## src/rtl/op2_shift_pkg.sv

```systemverilog
package op2_shift_pkg;

   typedef enum logic [1:0] {
      SK_LSL = 2'b00,
      SK_LSR = 2'b01,
      SK_ASR = 2'b10,
      SK_ROR = 2'b11
   } shift_kind_e;

   localparam int unsigned FIELD_W = 12;

endpackage

```

## src/rtl/op2_rotr.sv

```systemverilog
// Logarithmic right rotator: one stage per amount bit.
module op2_rotr #(
   parameter int unsigned W  = 32,
   parameter int unsigned AW = $clog2(W)
) (
   input  logic [W-1:0]  din,
   input  logic [AW-1:0] amt,
   output logic [W-1:0]  dout
);

   generate
      if ((W & (W - 1)) != 0 || W < 2) begin : g_bad_w
         $error("op2_rotr: W must be a power of two of at least 2");
      end
      if ((1 << AW) != W) begin : g_bad_aw
         $error("op2_rotr: AW must equal log2(W)");
      end
   endgenerate

   logic [W-1:0] stg [0:AW];

   assign stg[0] = din;

   generate
      for (genvar s = 0; s < AW; s++) begin : g_stage
         localparam int unsigned K = 1 << s;
         assign stg[s+1] = amt[s] ? {stg[s][K-1:0], stg[s][W-1:K]} : stg[s];
      end
   endgenerate

   assign dout = stg[AW];

endmodule

```

## src/rtl/op2_imm_expand.sv

```systemverilog
// Rotated-constant form of the second operand.
module op2_imm_expand #(
   parameter int unsigned W     = 32,
   parameter int unsigned IMM_W = 8,
   parameter int unsigned ROT_W = 4,
   localparam int unsigned AW   = $clog2(W)
) (
   input  logic [ROT_W-1:0] rot,
   input  logic [IMM_W-1:0] imm,
   input  logic             cin,
   output logic [W-1:0]     val,
   output logic             cout
);

   generate
      if (IMM_W > W) begin : g_bad_imm
         $error("op2_imm_expand: IMM_W must not exceed W");
      end
      if (ROT_W + 1 > AW) begin : g_bad_rot
         $error("op2_imm_expand: twice the largest rotate must stay below W");
      end
   endgenerate

   logic [W-1:0]  imm_ext;
   logic [AW-1:0] rot_amt;

   assign imm_ext = W'(imm);
   assign rot_amt = AW'({rot, 1'b0});

   op2_rotr #(.W(W), .AW(AW)) u_rot (
      .din  (imm_ext),
      .amt  (rot_amt),
      .dout (val)
   );

   assign cout = (rot == '0) ? cin : val[W-1];

   always_comb begin

      imm_pop_chk: assert ($countones(val) == $countones(imm))
         else $error("rotated constant lost or gained bits");

      imm_carry_chk: assert (!cout || (rot == '0) || (val != '0))
         else $error("carry set from an all-zero rotated constant");
   end

endmodule

```

## src/rtl/op2_shift_core.sv

```systemverilog
// Register shift: four kinds, field or register amount, special zero amounts.
module op2_shift_core
   import op2_shift_pkg::*;
#(
   parameter int unsigned W     = 32,
   parameter int unsigned AMT_W = 8,
   localparam int unsigned AW   = $clog2(W)
) (
   input  logic [W-1:0]     val,
   input  shift_kind_e      kind,
   input  logic [AMT_W-1:0] amt,
   input  logic             amt_from_reg,
   input  logic             cin,
   output logic [W-1:0]     dout,
   output logic             cout
);

   generate
      if ((W & (W - 1)) != 0 || W < 2) begin : g_bad_w
         $error("op2_shift_core: W must be a power of two of at least 2");
      end
      if (AMT_W < AW + 1) begin : g_bad_amt
         $error("op2_shift_core: AMT_W must hold the full word width");
      end
   endgenerate

   localparam logic [AMT_W:0] FULL = (AMT_W+1)'(W);

   logic [AMT_W:0] n;
   logic           pass_thru;
   logic           rrx;
   logic [W:0]     lsl_t;
   logic [W:0]     lsr_t;
   logic [W:0]     asr_t;
   logic [AMT_W:0] asr_n;
   logic [W-1:0]   ror_v;

   // Amount normalisation.
   always_comb begin
      n         = {1'b0, amt};
      pass_thru = 1'b0;
      rrx       = 1'b0;
      if (amt == '0) begin
         if (amt_from_reg) begin
            pass_thru = 1'b1;
         end else begin
            unique case (kind)
               SK_LSL:         pass_thru = 1'b1;
               SK_LSR, SK_ASR: n         = FULL;
               SK_ROR:         rrx       = 1'b1;
               default:        pass_thru = 1'b1;
            endcase
         end
      end
   end

   assign lsl_t = {1'b0, val} << n;
   assign lsr_t = {val, 1'b0} >> n;
   assign asr_n = (n > FULL) ? FULL : n;
   assign asr_t = $signed({val, 1'b0}) >>> asr_n;

   op2_rotr #(.W(W), .AW(AW)) u_ror (
      .din  (val),
      .amt  (n[AW-1:0]),
      .dout (ror_v)
   );

   always_comb begin
      dout = val;
      cout = cin;
      if (rrx) begin
         dout = {cin, val[W-1:1]};
         cout = val[0];
      end else if (!pass_thru) begin
         unique case (kind)
            SK_LSL: begin
               dout = (n > FULL) ? '0 : lsl_t[W-1:0];
               cout = (n > FULL) ? 1'b0 : lsl_t[W];
            end
            SK_LSR: begin
               dout = (n > FULL) ? '0 : lsr_t[W:1];
               cout = (n > FULL) ? 1'b0 : lsr_t[0];
            end
            SK_ASR: begin
               dout = asr_t[W:1];
               cout = asr_t[0];
            end
            SK_ROR: begin
               dout = ror_v;
               cout = ror_v[W-1];
            end
            default: begin
               dout = val;
               cout = cin;
            end
         endcase
      end
   end

   always_comb begin

      rrx_in_chk: assert (!(!amt_from_reg && kind == SK_ROR && amt == '0)
                          || (dout[W-1] == cin && cout == val[0]))
         else $error("rotate through carry misformed");

      reg_zero_chk: assert (!(amt_from_reg && amt == '0)
                            || (dout == val && cout == cin))
         else $error("zero register amount altered the operand");

      lsl_big_chk: assert (!(amt_from_reg && kind == SK_LSL && {1'b0, amt} > FULL)
                           || (dout == '0 && !cout))
         else $error("oversized logical shift left not cleared");

      asr_fill_chk: assert (!(amt_from_reg && kind == SK_ASR && {1'b0, amt} >= FULL)
                            || ($countones(dout) == (val[W-1] ? W : 0) && cout == val[W-1]))
         else $error("oversized arithmetic shift not sign filled");

      ror_pop_chk: assert (!(kind == SK_ROR && amt != '0)
                           || $countones(dout) == $countones(val))
         else $error("rotate changed the number of set bits");
   end

endmodule

```

## src/rtl/op2_barrel_shifter.sv

```systemverilog
// Top: decodes the operand field and selects constant or shifted register.
module op2_barrel_shifter
   import op2_shift_pkg::*;
#(
   parameter int unsigned DATA_W = 32,
   parameter int unsigned RS_W   = 8
) (
   input  logic [11:0]       op2_field,
   input  logic              imm_sel,
   input  logic [DATA_W-1:0] rm_val,
   input  logic [RS_W-1:0]   rs_low,
   input  logic              carry_in,
   output logic [DATA_W-1:0] op2_val,
   output logic              carry_out
);

   localparam int unsigned FAMT_W = 5;

   generate
      if (FIELD_W != 12) begin : g_bad_field
         $error("op2_barrel_shifter: field layout assumes 12 bits");
      end
      if (DATA_W != (1 << FAMT_W)) begin : g_bad_data
         $error("op2_barrel_shifter: field amount width needs DATA_W of 32");
      end
   endgenerate

   logic [DATA_W-1:0] imm_v;
   logic              imm_c;
   logic [DATA_W-1:0] sh_v;
   logic              sh_c;
   logic              amt_from_reg;
   logic [RS_W-1:0]   sh_amt;
   shift_kind_e       kind;

   assign amt_from_reg = op2_field[4];
   assign kind         = shift_kind_e'(op2_field[6:5]);
   assign sh_amt       = amt_from_reg ? rs_low : RS_W'(op2_field[11:7]);

   op2_imm_expand #(.W(DATA_W), .IMM_W(8), .ROT_W(4)) u_imm (
      .rot  (op2_field[11:8]),
      .imm  (op2_field[7:0]),
      .cin  (carry_in),
      .val  (imm_v),
      .cout (imm_c)
   );

   op2_shift_core #(.W(DATA_W), .AMT_W(RS_W)) u_shift (
      .val          (rm_val),
      .kind         (kind),
      .amt          (sh_amt),
      .amt_from_reg (amt_from_reg),
      .cin          (carry_in),
      .dout         (sh_v),
      .cout         (sh_c)
   );

   assign op2_val   = imm_sel ? imm_v : sh_v;
   assign carry_out = imm_sel ? imm_c : sh_c;

   always_comb begin

      imm_c_hold_chk: assert (!(imm_sel && op2_field[11:8] == 4'd0)
                              || carry_out == carry_in)
         else $error("unrotated constant changed the carry");

      rm_idx_known_chk: assert (!$isunknown(op2_field[3:0]))
         else $error("register index bits unknown");

      lsl0_chk: assert (!(!imm_sel && op2_field[11:4] == 8'd0)
                        || (op2_val == rm_val && carry_out == carry_in))
         else $error("logical left by zero altered the operand");
   end

endmodule

```

## config.mk

```make
export PLATFORM = sky130hd
export DESIGN_NAME = op2_barrel_shifter
export DESIGN_NICKNAME = d
export VERILOG_FILES = /design/src/rtl/op2_shift_pkg.sv /design/src/rtl/op2_rotr.sv /design/src/rtl/op2_imm_expand.sv /design/src/rtl/op2_shift_core.sv /design/src/rtl/op2_barrel_shifter.sv
export SDC_FILE = /design/constraint.sdc
export NUM_CORES = 1
export LEC_CHECK = 0
export ABC_CLOCK_PERIOD_IN_PS = 7700
export CORE_UTILIZATION = 40
export DETAILED_ROUTE_END_ITERATION = 7
export GPL_ROUTABILITY_DRIVEN = 1
export PLACE_DENSITY = 0.57
export SLEW_MARGIN = 40
export SYNTH_ARGS = -nofsm -noshare
export SYNTH_HDL_FRONTEND = slang
export SYNTH_SLANG_ARGS = --single-unit
```

## constraint.sdc

```tcl
create_clock -name vclk -period 7.7
set_clock_uncertainty 0.05 [all_clocks]
set_input_delay 2.31 -clock vclk [all_inputs]
set_output_delay 2.31 -clock vclk [all_outputs]
set_load 0.02 [all_outputs]
```

==> impl.org <==
** Timing
- Timing would allow up to 129 MHz.
- Unrepaired setup endpoints after global routing :: yes
- Max transition margin :: 44.2%
- The final number of hold-violating endpoints was 0.
- Least-Margin Pin Slew :: 831 ps
- In the final timing run, aggregate negative setup slack is -23.5 ps.
- Smallest setup slack after layout :: -23.5 ps
- Number of max-slew violations in the final report :: 0
- Clock period minus worst slack :: 7720 ps
- Final worst hold slack :: 5370 ps
- In the finished design, the share of the clock period the worst path needs comes to 100%.
- Setup violations, final :: 1

** Global routing
- Met1 usage :: 66.1%
- In the global route stage, overall resource usage came out at 52.9%.
- Most Crowded Layer GR :: met2
- Via count of the first global-routing pass :: 14200
- Summed over all layers, the global routing overflow is 0.
- Global routing used 75.8% of the available met2 tracks.
- The first global-routing pass estimated 93900 um of wire.
- Number of antenna violations at the first check in global routing :: 5
- Grt met3 use :: 16.8%
- Entering global routing, the biggest net connects 31 pins.

** Yosys
- When the netlist entered floorplanning its net count stood at 1352.
- Netlist area before placement :: 9460 um^2
- Synthesis produced a netlist whose cell count is 1294.
- Averaged over all synthesized cells, the footprint is 7.31 um^2.
- The synthesized netlist contains 85 unique library cells.
- During synthesis, Yosys emitted a total of 0 warnings.
- For this run, the register share of the synthesized area comes to 0%.

** Outcome
- Violations in the final reports :: setup timing
- The run finished, with violations left.

** Placement
- Port Buffers :: 87
- Total instance count after detailed placement :: 2095
- The congestion estimate from routability-driven global placement came to 1.21.
- Post-DP HPWL :: 52200 um

** Routing
- After detailed routing, the number of vias per cell comes to 7.06.
- Once detail routing completed, the nets flagged for antenna violations numbered 0.
- Summed over all layers, the routed wires come to 65900 um.
- In the final routed layout, each cell accounts on average for 30.9 um.
- The first TritonRoute pass finished after 8 iterations.
- After the first detailed-routing iteration, the DRC count stood at 2592.
- Across all layers, the routed design uses 15100 vias.
- DRC violations left :: 0

** Hold path
- Class of the most critical hold timing path :: in2out

** Layout
- After layout, the clock buffer instance count stands at 0.
- Num sequential :: 0
- End-of-flow core utilization :: 67.5%
- Multi-input gate area :: 9350 um^2
- After the last flow step, the layout net total stands at 1880.
- The sequential cells in the finished layout cover a total of 0 um^2.
- The post-route netlist has 46.7% of its cells at a drive strength greater than 1.
- Area overhead of the layout relative to synthesis :: 63.3%
- Number of filler cells placed in the layout :: 1941
- Excluding fillers, the count of instances in the completed layout stands at 2135.

** Die
- From left edge to right edge, the die measures 156 um.
- Full die area :: 24300 um^2
- Die height :: 156 um
- Num rows :: 55
- Initial Utilization :: 41.3%
- # IOs :: 87
- After floorplanning, the core was sized to cover 22900 um^2.

** Power and ir drop
- Static power due to leakage :: 6.94 nW
- Cell internal power was estimated by the tool at 659 uW.
- Clock network fraction of total power :: 0%
- Combinational logic burns 100.0% of the power.
- Net switching is 55.0% of the power.
- Power comes to 1.46 mW.
- Dividing total power by cell area gives a power density of 94.6 nW/um^2.
- The worst-case IR drop observed on VDD is 0.0583 mV.
- Of the total power, registers draw 0%.
- Switching power total :: 804 uW

** Run
- Total of max-cap violations :: 0

** Worst setup path
- Worst setup SP type :: input port
- Critical path peak fanout :: 5
- Crit path kind :: in2out
- Required time at the endpoint of the critical path :: 5340 ps
- The worst setup path is captured at a primary output.
- Critical path data arrival time :: 5360 ps

** Clock tree
- Hold repair after CTS inserted 0 buffers.
cells by family (layout without fill, tap and decap cells):
group | after synthesis | after routing | share of synthesized area, %
compound gates | 439 | 439 | 33.4
fa+ha+maj | 4 | 4 | 0.529
buf+inv | 170 | 696 | 8.55
mux | 292 | 292 | 38.5
other cells | 0 | 2 | 0
simple gates | 389 | 389 | 19.1
metrics by stage:
| stage | instance area [um^2] | worst slack (ps) |
|---|---|---|
| after floorplan | 9460 | 341 |
| after global placement | 14400 | -972 |
| after detailed placement | 14400 | -1050 |
| after CTS | 15200 | 0.0639 |
| after global routing | 15500 | -27.9 |
| final | 15500 | -23.5 |
path summary, 6_finish.rpt:
check	startpoint	end	slack [ps]	cells after the start
min	op2_field[6]	op2_val[6]	5370	7
max	rs_low[3]	op2_val[26]	-20	11
worst max-delay path, cell delays in order:
cell and delay, ps:
sky130_fd_sc_hd__clkdlybuf4s15_1 220, sky130_fd_sc_hd__or4b_4 570, sky130_fd_sc_hd__a222oi_1 460, sky130_fd_sc_hd__buf_4 210
sky130_fd_sc_hd__or2_4 140, sky130_fd_sc_hd__o22ai_2 100, sky130_fd_sc_hd__o311ai_2 270, sky130_fd_sc_hd__o211ai_1 360
sky130_fd_sc_hd__a221oi_2 440, sky130_fd_sc_hd__o31ai_1 120, sky130_fd_sc_hd__buf_2 160
synthesized netlist by cell type, types with 10 or more instances:
cell                          n  area (um^2)
sky130_fd_sc_hd__mux2i_1    206         2060
sky130_fd_sc_hd__nand2_1    160          601
sky130_fd_sc_hd__clkbuf_1    83          312
sky130_fd_sc_hd__nor2_1      82          308
sky130_fd_sc_hd__o21ai_0     68          340
sky130_fd_sc_hd__a21oi_1     60          300
sky130_fd_sc_hd__mux4_2      51         1150
sky130_fd_sc_hd__buf_2       47          235
sky130_fd_sc_hd__nand3_1     43          215
sky130_fd_sc_hd__o22ai_1     33          206
sky130_fd_sc_hd__mux2_2      31          349
sky130_fd_sc_hd__nor3_1      30          150
sky130_fd_sc_hd__a211oi_1    28          210
sky130_fd_sc_hd__o211ai_1    25          188
sky130_fd_sc_hd__a22oi_1     22          165
sky130_fd_sc_hd__a221oi_1    20          175
sky130_fd_sc_hd__o221ai_1    19          166
sky130_fd_sc_hd__a31oi_1     17          106
sky130_fd_sc_hd__o31ai_1     14          105
sky130_fd_sc_hd__a21boi_0    13         97.6
sky130_fd_sc_hd__inv_1       11         41.3
sky130_fd_sc_hd__a32oi_1     10         87.6
sky130_fd_sc_hd__buf_1       10         37.5
sky130_fd_sc_hd__nand4_1     10         62.6
sky130_fd_sc_hd__o2111ai_1   10         87.6
cell usage in the layout, fill, tap and decap left out, drive strengths merged, types with 6 or more instances in the layout:
cell type	count
buf	625
mux2i	210
nand2	161
nor2	83
o21ai	75
a21oi	61
mux4	51
nand3	43
clkdlybuf4s50	40
o22ai	33
nor3	31
mux2	31
a211oi	29
o211ai	26
a221oi	23
a22oi	22
o221ai	19
a31oi	17
o31ai	14
a21boi	13
inv	11
nand4	10
o2111ai	10
and2	10
a32oi	10
or3	9
a22o	8
o32a	8
and3	7
o22a	6
a2111oi	6
nand2b	6
a2bb2oi	6
clkdlybuf4s15	6
o311ai	6
layer usage:
layer | vias up | part of all wire (%)
li1 | 6180 | -
met1 | 6969 | 37
met2 | 1500 | 39
met3 | 416 | 14
met4 | 2 | 9.3
met5 | - | 0.020
timing repair:
item / 4_1_cts / 5_1_grt
cloned: 5 / 0
setup buffers: 25 / 9
endpoints found under the setup margin: 33 / 33
gates resized for setup: 289 / 54
pin swaps: 47 / 24
power groups by stage:
stage | logic, mW | registers [mW] | clock network [mW]
after floorplan | 0.627 | 0 | 0
after CTS | 1.36 | 0 | 0
after detailed placement | 1.28 | 0 | 0
after global placement | 1.26 | 0 | 0
final | 1.46 | 0 | 0.0000000339
after global routing | 1.49 | 0 | 0
final cells by class:
| class | instances | area share (%) |
|---|---|---|
| inverter | 11 | 0.267 |
| timing repair buffer | 685 | 36.7 |
| multi-input combinational | 1124 | 60.5 |
| tap | 313 | 2.53 |
| antenna | 2 | 0.0324 |
Note: power is estimated with default switching activity, not from simulation.
